`src/rtl/fctl_pkg.sv`:
```
// Package: shared register layouts and field positions for the flash
// control block. Assumes byte-wide registers.
package fctl_pkg;

    // Control register field positions (decoded by software, so they are fixed)
    localparam int CTL_ENABLE_BIT = 0;
    localparam int CTL_LATCH_BIT  = 1;
    localparam int CTL_ERASE_BIT  = 2;
    localparam int CTL_STAT_BIT   = 3;
    localparam int CTL_HALT_BIT   = 4;

    // Test register field positions
    localparam int TST_MULTI_BIT  = 0;
    localparam int TST_SPARE_BIT  = 1;

    localparam int REG_W = 8;

    typedef struct packed {
        logic halt;
        logic erase;
        logic latch;
        logic enable;
    } ctl_t;

    typedef struct packed {
        logic spare_en;
        logic multi;
    } tst_t;

endpackage

```
`src/rtl/fctl_regs.sv`:
```
// Module: fctl_regs
// Holds the control and test registers, applies the write interlocks and
// drives the byte read-back. Assumes that a write lands at the clock edge
// where bus_sel and bus_wr are high, and that reads are combinational.
module fctl_regs
    import fctl_pkg::*;
#(
    parameter logic [7:0] CTL_ADDR = 8'hF7,
    parameter logic [7:0] TST_ADDR = 8'hF6
) (
    input  logic       clk,
    input  logic       rst_n,
    input  logic       bus_sel,
    input  logic       bus_wr,
    input  logic [7:0] bus_addr,
    input  logic [7:0] bus_wdata,
    input  logic       supply_ok,
    input  logic       vec_in_flash,
    input  logic       special_mode,
    output ctl_t       ctl,
    output tst_t       tst,
    output logic [7:0] bus_rdata
);

    ctl_t ctl_q;
    tst_t tst_q;
    logic hit_ctl;
    logic hit_tst;
    logic wr_ctl;
    logic wr_tst;
    logic rd_en;

    // Address decode and access qualification
    always_comb begin
        hit_ctl = (bus_addr == CTL_ADDR);
        hit_tst = (bus_addr == TST_ADDR);
        wr_ctl  = bus_sel && bus_wr && hit_ctl;
        wr_tst  = bus_sel && bus_wr && hit_tst && special_mode;
        rd_en   = bus_sel && !bus_wr;
    end

    // Control register update with erase lock and halt guard
    always_ff @(posedge clk) begin
        if (!rst_n) begin
            ctl_q <= '0;
        end else if (wr_ctl) begin
            ctl_q.enable <= bus_wdata[CTL_ENABLE_BIT];
            ctl_q.latch  <= bus_wdata[CTL_LATCH_BIT];
            if (!ctl_q.enable) begin
                ctl_q.erase <= bus_wdata[CTL_ERASE_BIT];
            end
            if (!(vec_in_flash && bus_wdata[CTL_HALT_BIT])) begin
                ctl_q.halt <= bus_wdata[CTL_HALT_BIT];
            end
        end
    end

    // Test register update, special mode only, multi-word locked during enable
    always_ff @(posedge clk) begin
        if (!rst_n) begin
            tst_q <= '0;
        end else if (wr_tst) begin
            tst_q.spare_en <= bus_wdata[TST_SPARE_BIT];
            if (!ctl_q.enable) begin
                tst_q.multi <= bus_wdata[TST_MULTI_BIT];
            end
        end
    end

    // Read-back mux with status mirror and zero-filled unused bits
    always_comb begin
        bus_rdata = '0;
        if (rd_en && hit_ctl) begin
            bus_rdata[CTL_ENABLE_BIT] = ctl_q.enable;
            bus_rdata[CTL_LATCH_BIT]  = ctl_q.latch;
            bus_rdata[CTL_ERASE_BIT]  = ctl_q.erase;
            bus_rdata[CTL_STAT_BIT]   = supply_ok;
            bus_rdata[CTL_HALT_BIT]   = ctl_q.halt;
        end else if (rd_en && hit_tst) begin
            bus_rdata[TST_MULTI_BIT]  = tst_q.multi;
            bus_rdata[TST_SPARE_BIT]  = tst_q.spare_en;
        end
    end

    // Register outputs to the rest of the block
    always_comb begin
        ctl = ctl_q;
        tst = tst_q;
    end

endmodule

```
`src/rtl/fctl_addr_map.sv`:
```
// Module: fctl_addr_map
// Rewrites the array row and column address for spare-row access and
// two-word programming. Assumes ROW_LSB >= 2, so the two dropped address
// bits lie inside the column field.
module fctl_addr_map
    import fctl_pkg::*;
#(
    parameter int FA_W    = 15,
    parameter int ROW_LSB = 5,
    localparam int ROW_W  = FA_W - ROW_LSB
) (
    input  logic [FA_W-1:0]    arr_addr,
    input  ctl_t               ctl,
    input  tst_t               tst,
    input  logic               special_mode,
    output logic [ROW_W-1:0]   row_idx,
    output logic [ROW_LSB-1:0] col_idx,
    output logic               spare_sel,
    output logic               pair_prog
);

    localparam logic [ROW_W-1:0] SPARE_ROW = '1;

    // Spare-row override of the row decode
    always_comb begin
        spare_sel = tst.spare_en && special_mode;
        row_idx   = spare_sel ? SPARE_ROW : arr_addr[FA_W-1:ROW_LSB];
    end

    // Two-word programming drops the low two address bits
    always_comb begin
        pair_prog = tst.multi && ctl.latch && !ctl.erase;
        col_idx   = arr_addr[ROW_LSB-1:0];
        if (pair_prog) begin
            col_idx[1:0] = 2'b00;
        end
    end

endmodule

```
`src/rtl/fctl_erase_read.sv`:
```
// Module: fctl_erase_read
// Derives bulk-erase strobes with the boot-block mask, the wait-mode clock
// halt, and the forced all-ones read during erase. Purely combinational.
module fctl_erase_read
    import fctl_pkg::*;
#(
    parameter int DATA_W = 16
) (
    input  ctl_t              ctl,
    input  logic              boot_protect,
    input  logic              cpu_wait,
    input  logic [DATA_W-1:0] arr_rdata,
    output logic              erase_main,
    output logic              erase_boot,
    output logic              clk_halt,
    output logic [DATA_W-1:0] cpu_rdata
);

    logic erasing;

    // Bulk-erase strobes and boot-block mask
    always_comb begin
        erasing    = ctl.erase && ctl.enable;
        erase_main = erasing;
        erase_boot = erasing && !boot_protect;
    end

    // Wait-mode clock halt request
    always_comb begin
        clk_halt = ctl.halt && cpu_wait;
    end

    // Array read data, forced high while erasing
    always_comb begin
        cpu_rdata = erasing ? {DATA_W{1'b1}} : arr_rdata;
    end

endmodule

```
`src/rtl/flash_ctl_reg.sv`:
```
// Module: flash_ctl_reg (top)
// Flash program/erase control register with interlocks, address overrides
// and erase-side read forcing. Assumes one clock domain and a synchronous
// active-low reset.
module flash_ctl_reg
    import fctl_pkg::*;
#(
    parameter int          FA_W     = 15,
    parameter int          ROW_LSB  = 5,
    parameter int          DATA_W   = 16,
    parameter logic [7:0]  CTL_ADDR = 8'hF7,
    parameter logic [7:0]  TST_ADDR = 8'hF6,
    localparam int         ROW_W    = FA_W - ROW_LSB
) (
    input  logic               clk,
    input  logic               rst_n,
    input  logic               bus_sel,
    input  logic               bus_wr,
    input  logic [7:0]         bus_addr,
    input  logic [7:0]         bus_wdata,
    output logic [7:0]         bus_rdata,
    input  logic               supply_ok,
    input  logic               vec_in_flash,
    input  logic               special_mode,
    input  logic               boot_protect,
    input  logic               cpu_wait,
    input  logic [FA_W-1:0]    arr_addr,
    input  logic [DATA_W-1:0]  arr_rdata,
    output logic [DATA_W-1:0]  cpu_rdata,
    output logic               ctl_erase,
    output logic               ctl_latch,
    output logic               ctl_enable,
    output logic               clk_halt,
    output logic               erase_main,
    output logic               erase_boot,
    output logic               spare_sel,
    output logic               pair_prog,
    output logic [ROW_W-1:0]   row_idx,
    output logic [ROW_LSB-1:0] col_idx
);

    ctl_t ctl;
    tst_t tst;

    fctl_regs #(
        .CTL_ADDR (CTL_ADDR),
        .TST_ADDR (TST_ADDR)
    ) u_regs (
        .clk          (clk),
        .rst_n        (rst_n),
        .bus_sel      (bus_sel),
        .bus_wr       (bus_wr),
        .bus_addr     (bus_addr),
        .bus_wdata    (bus_wdata),
        .supply_ok    (supply_ok),
        .vec_in_flash (vec_in_flash),
        .special_mode (special_mode),
        .ctl          (ctl),
        .tst          (tst),
        .bus_rdata    (bus_rdata)
    );

    fctl_addr_map #(
        .FA_W    (FA_W),
        .ROW_LSB (ROW_LSB)
    ) u_map (
        .arr_addr     (arr_addr),
        .ctl          (ctl),
        .tst          (tst),
        .special_mode (special_mode),
        .row_idx      (row_idx),
        .col_idx      (col_idx),
        .spare_sel    (spare_sel),
        .pair_prog    (pair_prog)
    );

    fctl_erase_read #(
        .DATA_W (DATA_W)
    ) u_erd (
        .ctl          (ctl),
        .boot_protect (boot_protect),
        .cpu_wait     (cpu_wait),
        .arr_rdata    (arr_rdata),
        .erase_main   (erase_main),
        .erase_boot   (erase_boot),
        .clk_halt     (clk_halt),
        .cpu_rdata    (cpu_rdata)
    );

    // Control bits brought out to the array model
    always_comb begin
        ctl_erase  = ctl.erase;
        ctl_latch  = ctl.latch;
        ctl_enable = ctl.enable;
    end

endmodule

```
`config.mk`:
```
export PLATFORM = sky130hd
export DESIGN_NAME = flash_ctl_reg
export DESIGN_NICKNAME = d
export VERILOG_FILES = /design/src/rtl/fctl_pkg.sv /design/src/rtl/fctl_regs.sv /design/src/rtl/fctl_addr_map.sv /design/src/rtl/fctl_erase_read.sv /design/src/rtl/flash_ctl_reg.sv
export SDC_FILE = /design/constraint.sdc
export NUM_CORES = 1
export LEC_CHECK = 0
export BUFFER_PORTS_ARGS = -buffer_cell sky130_fd_sc_hd__buf_2
export CORE_UTILIZATION = 25
export CTS_CLUSTER_DIAMETER = 120
export DETAILED_ROUTE_END_ITERATION = 8
export GPL_ROUTABILITY_DRIVEN = 0
export PLACE_DENSITY = 0.85
export SKIP_CTS_REPAIR_TIMING = 1
export SLEW_MARGIN = 40
export SYNTH_ARGS = -nofsm -noshare
export SYNTH_HDL_FRONTEND = slang
export SYNTH_SLANG_ARGS = --single-unit
```
`constraint.sdc`:
```
create_clock -name clk -period 1.55 [get_ports clk]
set_clock_uncertainty 0.2 [all_clocks]
set_input_delay 0.3875 -clock clk [delete_from_list [all_inputs] [get_ports clk]]
set_output_delay 0.3875 -clock clk [all_outputs]
set_load 0.05 [all_outputs]
```
======== Word level (Yosys, flattened, before mapping) ========
Cells that the tools add are included.
cells by class
  eq/ne operators ......................... 2
  multiplexer cells ....................... 6
  bitwise gates (word level) .............. 2
  reductions and logical operators ........ 20
operators with widths
  operator                               count
  8-bit == test (second input constant)  2
  16-bit two-way mux                     1
  1-bit logical AND                      14
  10-bit two-way mux                     1
  2-bit two-way mux                      3
  2-bit AND reduction                    3
  1-bit logical NOT                      3
  3-bit two-way mux                      1
  1-bit inverter                         2
storage, ports and cells
  register bits after elaboration ......... 6
  bits of input ports ..................... 56
  output and inout bits ................... 47
  word-level logic and storage cells ...... 36

======== Logic depth before layout (Yosys ltp) ========
Gate-level depths: netlist (run 1).
  depth in word-level cells ............... 5
  gate-level depth with buffers ........... 4

======== By module ========
A second synthesis (run 1) with hierarchy kept.
second synthesis, totals
  cell total of the unflattened synthesis .. 88
  area, all modules ....................... 744.5 um2
by module, submodules not included
  module           times used  cells each  area each (um2)
  fctl_regs        1           45          395.4
  fctl_erase_read  1           23          186.4
  fctl_addr_map    1           20          162.7

======== Worst setup path after synthesis (run 1) ========
Ideal clock, no wire load.
  path kind ............................... register to output
  from .................................... register u_regs.ctl_q (netlist bit u_regs.ctl[0])
  to ...................................... output bus_rdata[0]
  data arrival time ....................... 2.298 ns
  required time ........................... 0.962 ns
  slack ................................... -1.335 ns
  stages on the path, launching flop included .. 3
  buffers on the path ..................... 0
  path through ............................ dfxtp_1 mux2i_1 nor4_1
on the way
  word-level cells in the longest chain between the ends .. 1
RTL lines
  what                line                 text
  start: declaration  fctl_regs.sv:25      ctl_t ctl_q;
  2-bit two-way mux   fctl_regs.sv:73      if (rd_en && hit_ctl) begin
  end: declaration    flash_ctl_reg.sv:21  output logic [7:0] bus_rdata,
Every way passes these cells.

======== Final worst setup path (run 1) ========
  from .................................... input bus_addr[3]
  to ...................................... output bus_rdata[4]
on the way
  word-level cells in the longest chain between the ends .. 3
RTL lines
  what                line                 text
  start: declaration  flash_ctl_reg.sv:19  input logic [7:0] bus_addr,
  8-bit == test       fctl_regs.sv:35      hit_ctl = (bus_addr == CTL_ADDR);
  1-bit logical AND   fctl_regs.sv:73
  3-bit two-way mux   fctl_regs.sv:73
Every way passes these cells.

==> metrics.cfg, run 1 <==
[floorplanning]
num_rows=18
core-area_sq_um=2450
design.die.area_sq_um=2780
start_util_pct=26.2
die_h_um=52.7
die_w_um=52.7
ios=103

[sta]
fin_crit_ns=1.93
setup-tns-final_ns=-6.56
hold_viol=0
fin_crit_sh_pct=125
rsz0062_at_grt=yes
setup_ws_ns=-0.385
slew_violations=0
setup_viol=39
fmax_ghz=0.517

[run_status]
status=finished with violations
failed_checks=negative setup slack

[power]
seq_power_share_pct=18.9
p_per_area_nw_per_um2=398
p_comb_share_pct=59.7
power.internal_uw=459
swShare_pct=41.3
clkPwrFrac_pct=21.4
total_power_uw=782
leakage_nw=1.03
ir_drop_v=0.000388
switchingPower_uw=323

[global_routing]
grt_start_max_net_pins=11
track_usage_pct=16.1
grt_pass1_vias=802
grt_pass1_wl_mm=3.24
antenna_found_initial=1
grt_overflow=0

[synthesis]
syn_avg_cell_area_sq_um=7.39
ys_seq_area_share_pct=18.7
netlist_area_sq_um=643
synth.largest_area_cell=nand2b_1
synth_cell_types=27
synth-async-reset-ratio_pct=0
yosysWarnings=0
synth_cells=87
synth_top_area_share_pct=22.4
synthTopCellsByArea=nand2b_1 (22%), dfxtp_1 (19%), buf_4 (8.2%)
synth_edf_count=0
ys_seq_elements=6
synth_flop_cell=dfxtp_1

[final_layout]
final_nets=245
drive_gt1_share_pct=85.6
fillerInstances=118
final_cell_area_sq_um=1960
instances_no_fill=219
area_delta_synth_final_pct=205

[drt]
wl_per_cell_um=19.0
dr_wl_met3_um=355
drcViolationCount=0
drt-initial-drc-count=36
drt-met1-wl_mm=1.51
routed_wl_mm=4.16
routed.top_layer=met4
drt_first_pass_iters=4
viasPerCell=5.06
detail-route-antenna-nets=0
wl_met2_mm=2.13
via_count=1109

[critical_path]
path_cells=buf_6, nand4b_1, nor3_2, buf_4, and3_4, buf_8
cp_num_buf_inv=3
cp-endpoint=bus_rdata[4]
cpPeakStageDelay_ns=0.22
worst_setup_path_start_kind=primary input
reg2reg_depth=4
cp_max_fo=3
r2r_slack_ns=-0.08
startpoint=bus_addr[3]
crit_slowest_cell=nand4b_1
endpoint_kind=output pin
worst_path_dominant_cell_family=simple AND/OR/NAND/NOR gates
worstPathArrival_ns=1.35
timing.rr.start=u_regs.ctl[0]
required_ns=0.96
crit_cells=6
crit_type=primary input to output pin
reg2reg_to=u_regs.tst[0]

[clock_network]
clkSlewWorstSetupHoldPaths_ns=0.05
clock-root-buffer=clkbuf_4
clockBufferDepth=2
clkLatencyLatePin_ns=0.25
h-tree-depth=1
cts_tree=yes
clock_sinks=6
cts_buffers=3

[placed_design]
port_buffers=89
placed_area_sq_um=1300
post-place-ws_ns=-0.438
dp_hpwl_mm=2.10
placed_cells=211

[min_path]
hold_class=primary input to flip-flop
hold_path_depth=3

[job]
drv_cap=0

==> area by class of cell <==
type | count | area, sq um | share of cell area [%]
timing repair buffer | 107 | 1000 | 50.9
multi-input combinational | 68 | 738 | 37.6
sequential | 6 | 136 | 6.95
tap | 30 | 37.5 | 1.91
clock buffer | 4 | 26.3 | 1.34
inverter | 3 | 22.5 | 1.15
antenna | 1 | 2.50 | 0.127
==> worst min-delay path by stage <==
stage,startpoint,to,slack [ns]
after global routing,bus_wdata[1],u_regs.ctl[1],0.22
after CTS,bus_wdata[2],u_regs.ctl[2],0.18
after floorplan,u_regs.ctl[3],u_regs.ctl[3],0.28
after detailed placement,u_regs.tst[0],u_regs.tst[0],0.32
final,bus_wdata[0],u_regs.tst[0],0.22
after global placement,u_regs.tst[0],u_regs.tst[0],0.30
==> metal layers <==
layer / track usage [%] / up-vias
met3: 5.22 / 16
met5: 0 / -
met2: 33.1 / 88
met1: 14.5 / 513
li1: - / 492
met4: 3.95 / 0
==> cell usage in the layout (no fill, tap or decap), drive strengths merged <==
master and n:
buf 107, nand2b 23, nand2 10, dfxtp 6, mux2i 5, clkbuf 4, nor4 4, clkinvlp 3
or2b 3, and3 3, conb 3, and2 3, o41ai 2, nor3 2, o311ai 2, diode 1
or2 1, nand4 1, nand4b 1, nor2 1, nand4bb 1, nand3b 1, or4 1, o211a 1
==> cells in the mapped netlist (2+ instances only) <==
library cell / number
nor4_1: 3
nand2b_1: 23
mux2i_1: 5
buf_2: 2
nand2_1: 10
and2_1: 3
inv_1: 3
dfxtp_1: 6
and3_1: 3
clkbuf_1: 2
or2b_1: 3
o41ai_1: 2
o311ai_0: 2
buf_4: 7
==> power by group through the flow <==
stage	Combinational, mW	Sequential [mW]	Clock, mW
after floorplan	0.242	0.153	0
after global placement	0.317	0.153	0
after detailed placement	0.321	0.153	0
after CTS	0.321	0.149	0.166
after global routing	0.479	0.147	0.182
final	0.467	0.148	0.168
==> state kept, by name (all words and copies together) (netlist names) <==
| signal | count |
|---|---|
| u_regs.tst | 2 |
| u_regs.ctl | 4 |
==> per-stage QoR <==
step	hold slack [ns]	utilization, %
detailed placement	0.323	53.0
floorplan	0.277	-
CTS	0.182	54.1
global placement	0.301	53.0
global route	0.224	80.0
finish	0.218	80.0
==> tightest hold or removal path, stage by stage <==
cell and delay (ns):
buf_2 0.09, nand2_1 0.07, o41ai_1 0.08
==> cell families (layout without fill, tap and decap cells) <==
family                 count (synthesis)  in the layout  synth area share (%)
AND/OR/NAND/NOR                       55             55                  52.7
buffers and inverters                 15            114                  13.2
flip-flops                             6              6                  18.7
AO/OA/AOI/OAI                          5              5                  7.00
multiplexers                           5              5                  7.78
other                                  1              4                 0.583
Power figures use the tool's default switching activity.
==> run 2: changes to the inputs <==
--- a/config.mk
+++ b/config.mk
@@ -12,6 +12,7 @@
 export GPL_ROUTABILITY_DRIVEN = 0
 export PLACE_DENSITY = 0.85
 export SKIP_CTS_REPAIR_TIMING = 1
+export SKIP_LAST_GASP = 1
 export SLEW_MARGIN = 40
 export SYNTH_ARGS = -nofsm -noshare
 export SYNTH_HDL_FRONTEND = slang
==> run 2 against run 1 <==
The run still ends with negative setup slack left; non-clock buffer count did not move; critical path type unchanged; hold slack got worse by 0.017 ns; sequential cell count did not move; largest cell class unchanged; final cell count did not move; largest power group unchanged; maximum frequency fell by 1.2%.
==> metrics.cfg, run 2 (synthesis results as in run 1) <==
[critical_path]
path_cells=buf_6, nand4b_1, buf_6, nor4_4, buf_6
required_ns=0.96
crit_slowest_cell=nor4_4
r2r_slack_ns=-0.05
crit_type=primary input to output pin
worst_setup_path_start_kind=primary input
cp_max_fo=8
crit_top_cell=buf_6
endpoint_kind=output pin
worstPathArrival_ns=1.37
cpPeakStageDelay_ns=0.28
cp_num_buf_inv=3
worst_path_dominant_cell_family=buffers and inverters

[sta]
setup-tns-final_ns=-6.87
setup_viol=40
hold_viol=0
fin_crit_ns=1.96
rsz0062_at_grt=yes
fin_crit_sh_pct=126
fmax_ghz=0.511
setup_ws_ns=-0.408
slew_violations=0

[final_layout]
area_delta_synth_final_pct=201
mostFrequentLayoutCells=buf_2 (47), buf_8 (32), nand2b_4 (23)
final_nets=245
mostFrequentLayoutCell=buf_2
drive_gt1_share_pct=85.1
largest_register_ffs=4
final_cell_area_sq_um=1940

[global_routing]
grt_pass1_vias=802
grt_start_max_net_pins=11
grt_pass1_wl_mm=3.24
antenna_found_initial=0
grt_overflow=0
track_usage_pct=16.1

[clock_network]
h-tree-depth=1
clkLatencyLatePin_ns=0.25
clock-root-buffer=clkbuf_4
cts_buffers=3
clock_sinks=6
clkSlewWorstSetupHoldPaths_ns=0.05
clockBufferDepth=2
cts_tree=yes

[power]
leakage_nw=1.02
total_power_uw=781
p_per_area_nw_per_um2=403
ir_drop_v=0.000398

[job]
drv_cap=0

[placed_design]
post-place-ws_ns=-0.438
dp_hpwl_mm=2.10
placed_area_sq_um=1300
port_buffers=89

[drt]
viasPerCell=5.15
drcViolationCount=0
drt-initial-drc-count=14
wl_per_cell_um=19.2
routed_wl_mm=4.22
via_count=1128
detail-route-antenna-nets=0
drt_first_pass_iters=4

[floorplanning]
core-area_sq_um=2450
die_w_um=52.7
ios=103
num_rows=18
design.die.area_sq_um=2780
die_h_um=52.7
start_util_pct=26.2

[run_status]
failed_checks=negative setup slack
status=finished with violations

[min_path]
hold_class=primary input to flip-flop

## run 2: cell type report
class | count | area, sq um
Inverter | 3 | 22.5
Fill cell | 118 | 517
Sequential cell | 6 | 136
Antenna cell | 1 | 2.50
Multi-Input combinational cell | 68 | 717
Timing Repair Buffer | 107 | 996
Clock buffer | 4 | 26.3
Tap cell | 30 | 37.5
## run 2: report_power, final
part	leakage (nW)	internal, mW	switching (mW)
Clock	0.0150	0.0985	0.0709
Combinational	0.952	0.213	0.251
Sequential	0.0521	0.147	0.000159
## run 2: stage by stage
stage / cells / utilization, % / hold WS, ns
6_report: 219 / 79.0 / 0.202
4_1_cts: 215 / 54.1 / 0.182
3_5_place_dp: 211 / 53.0 / 0.323
5_1_grt: 218 / 78.8 / 0.210
2_1_floorplan: 89 / - / 0.277
3_3_place_gp: 211 / 53.0 / 0.301
## run 2: worst register-to-register path, stage by stage, from the launching register on
cell and delay (ns):
dfxtp_4 0.37, buf_4 0.16, nand4bb_1 0.22, o311ai_0 0.36, o41ai_1 0.15
## run 2: layer usage
layer | wire [um] | track usage (%)
met5 | 0 | 0
met4 | 253 | 3.95
met3 | 385 | 5.22
met2 | 2050 | 33.1
met1 | 1530 | 14.5
## run 2: path summary, 6_finish.rpt
kind / cells after the start / start / to
setup reg to reg: 4 / u_regs.ctl[0] / u_regs.tst[0]
hold reg to reg: 1 / u_regs.ctl[3] / u_regs.ctl[3]
setup / recovery: 5 / bus_addr[3] / bus_rdata[0]
hold / removal: 3 / bus_wdata[2] / u_regs.ctl[2]
==> run 3: changes to the inputs <==
--- a/config.mk
+++ b/config.mk
@@ -10,7 +10,8 @@
 export CTS_CLUSTER_DIAMETER = 120
 export DETAILED_ROUTE_END_ITERATION = 8
 export GPL_ROUTABILITY_DRIVEN = 0
-export PLACE_DENSITY = 0.85
+export PLACE_DENSITY = 0.74
+export SETUP_SLACK_MARGIN = 0.3
 export SKIP_CTS_REPAIR_TIMING = 1
 export SKIP_LAST_GASP = 1
 export SLEW_MARGIN = 40
==> run 3 against run 2 <==
The run still ends with negative setup slack left; critical path depth did not move; final area rose by 3.6%; highest routed layer unchanged; largest cell class unchanged; final cell count increased by 1.4%; largest power group unchanged; non-clock buffer count is 3 higher; global-route usage grew 0.56 points; combinational power about the same.
==> metrics.cfg, run 3 (synthesis results as in run 1) <==
[floorplanning]
die_w_um=52.7
design.die.area_sq_um=2780
ios=103
die_h_um=52.7
start_util_pct=26.2
num_rows=18
core-area_sq_um=2450

[final_layout]
final_cell_area_sq_um=2010
antenna_cells=0
mostFrequentLayoutCell=buf_2
largest_register_ffs=4
fillerInstances=148
area_delta_synth_final_pct=212
mostFrequentLayoutCells=buf_2 (47), buf_8 (31), nand2b_4 (23)
ff_latch_area_sq_um=135
multi_input_area_sq_um=768
instances_no_fill=222
final_nets=249
fin_util_pct=81.8
drive_gt1_share_pct=86.5

[run_status]
failed_checks=negative setup slack
status=finished with violations

[drt]
viasPerCell=4.68
drt-initial-drc-count=10
routed_wl_mm=3.43
wl_per_cell_um=15.4
drcViolationCount=0
drt_first_pass_iters=4
via_count=1039
detail-route-antenna-nets=0

[placed_design]
port_buffers=89
placed_cells=216
dp_hpwl_mm=2.18
placed_area_sq_um=1520
post-place-ws_ns=-0.416

[critical_path]
crit_type=primary input to output pin
worst_setup_path_start_kind=primary input
crit_slowest_cell=nor4_4
required_ns=0.96
worstPathArrival_ns=1.30
path_cells=buf_6, nand4b_1, buf_4, nor4_4, buf_6
cp_num_buf_inv=3
endpoint_kind=output pin
crit_top_cell=buf_6
cpPeakStageDelay_ns=0.23
worst_path_dominant_cell_family=buffers and inverters
cp_max_fo=6

[clock_network]
cts_tree=yes
clock_sinks=6
clockBufferDepth=2
cts_buffers=3
h-tree-depth=1
clock-root-buffer=clkbuf_4
clkSlewWorstSetupHoldPaths_ns=0.05
clkLatencyLatePin_ns=0.25

[min_path]
hold_class=primary input to flip-flop

[sta]
slew_violations=0
hold_viol=0
fin_crit_ns=1.89
fmax_ghz=0.530
setup-tns-final_ns=-5.96
fin_crit_sh_pct=122
setup_viol=38
rsz0062_at_grt=yes
setup_ws_ns=-0.335
fin_hold_ws_ns=0.181

[power]
total_power_uw=776
ir_drop_v=0.000342
p_per_area_nw_per_um2=387
leakage_nw=1.03

[global_routing]
antenna_found_initial=0
grt_pass1_vias=868
grt_overflow=0
track_usage_pct=16.6
grt_pass1_wl_mm=3.44
grt_start_max_net_pins=12

[job]
drv_cap=0

## run 3: cell types whose count changed in the layout (fill, tap and decap cells not counted), sizes merged
cell,change
diode,-1
buf,+3
nand2,+1
## run 3: area by class of cell
| type | count | area share [%] |
|---|---|---|
| Clock buffer | 4 | 1.31 |
| Inverter | 3 | 1.12 |
| Multi-Input combinational cell | 69 | 38.3 |
| Sequential cell | 6 | 6.73 |
| Tap cell | 30 | 1.87 |
| Timing Repair Buffer | 110 | 50.7 |
## run 3: final timing paths
path                  from            end  slack, ns  depth (start not counted)
max            bus_addr[3]   bus_rdata[0]      -0.34                          5
min           bus_wdata[2]  u_regs.ctl[2]       0.18                          3
max reg2reg  u_regs.ctl[0]  u_regs.tst[0]       0.10                          4
min reg2reg  u_regs.ctl[3]  u_regs.ctl[3]       0.31                          1
## run 3: worst register-to-register path, stage by stage, from the launching register on
cell and delay, ns:
dfxtp_4 0.36, buf_6 0.13, nand4bb_1 0.22, o311ai_2 0.28
o41ai_1 0.13
## run 3: layer usage
layer	track usage [%]	part of all wire (%)	wire, um	vias to the layer above
met5	0	0	0	-
met1	17.3	31	1070	458
met4	5.70	2.3	80	0
li1	-	-	-	500
met2	32.7	58	1980	71
met3	2.61	8.6	295	10
## run 3: report_power, final
group	switching (mW)	internal, mW	leakage, nW
sequential	0.000125	0.149	0.0523
combinational	0.249	0.215	0.964
clock	0.0637	0.0980	0.0150
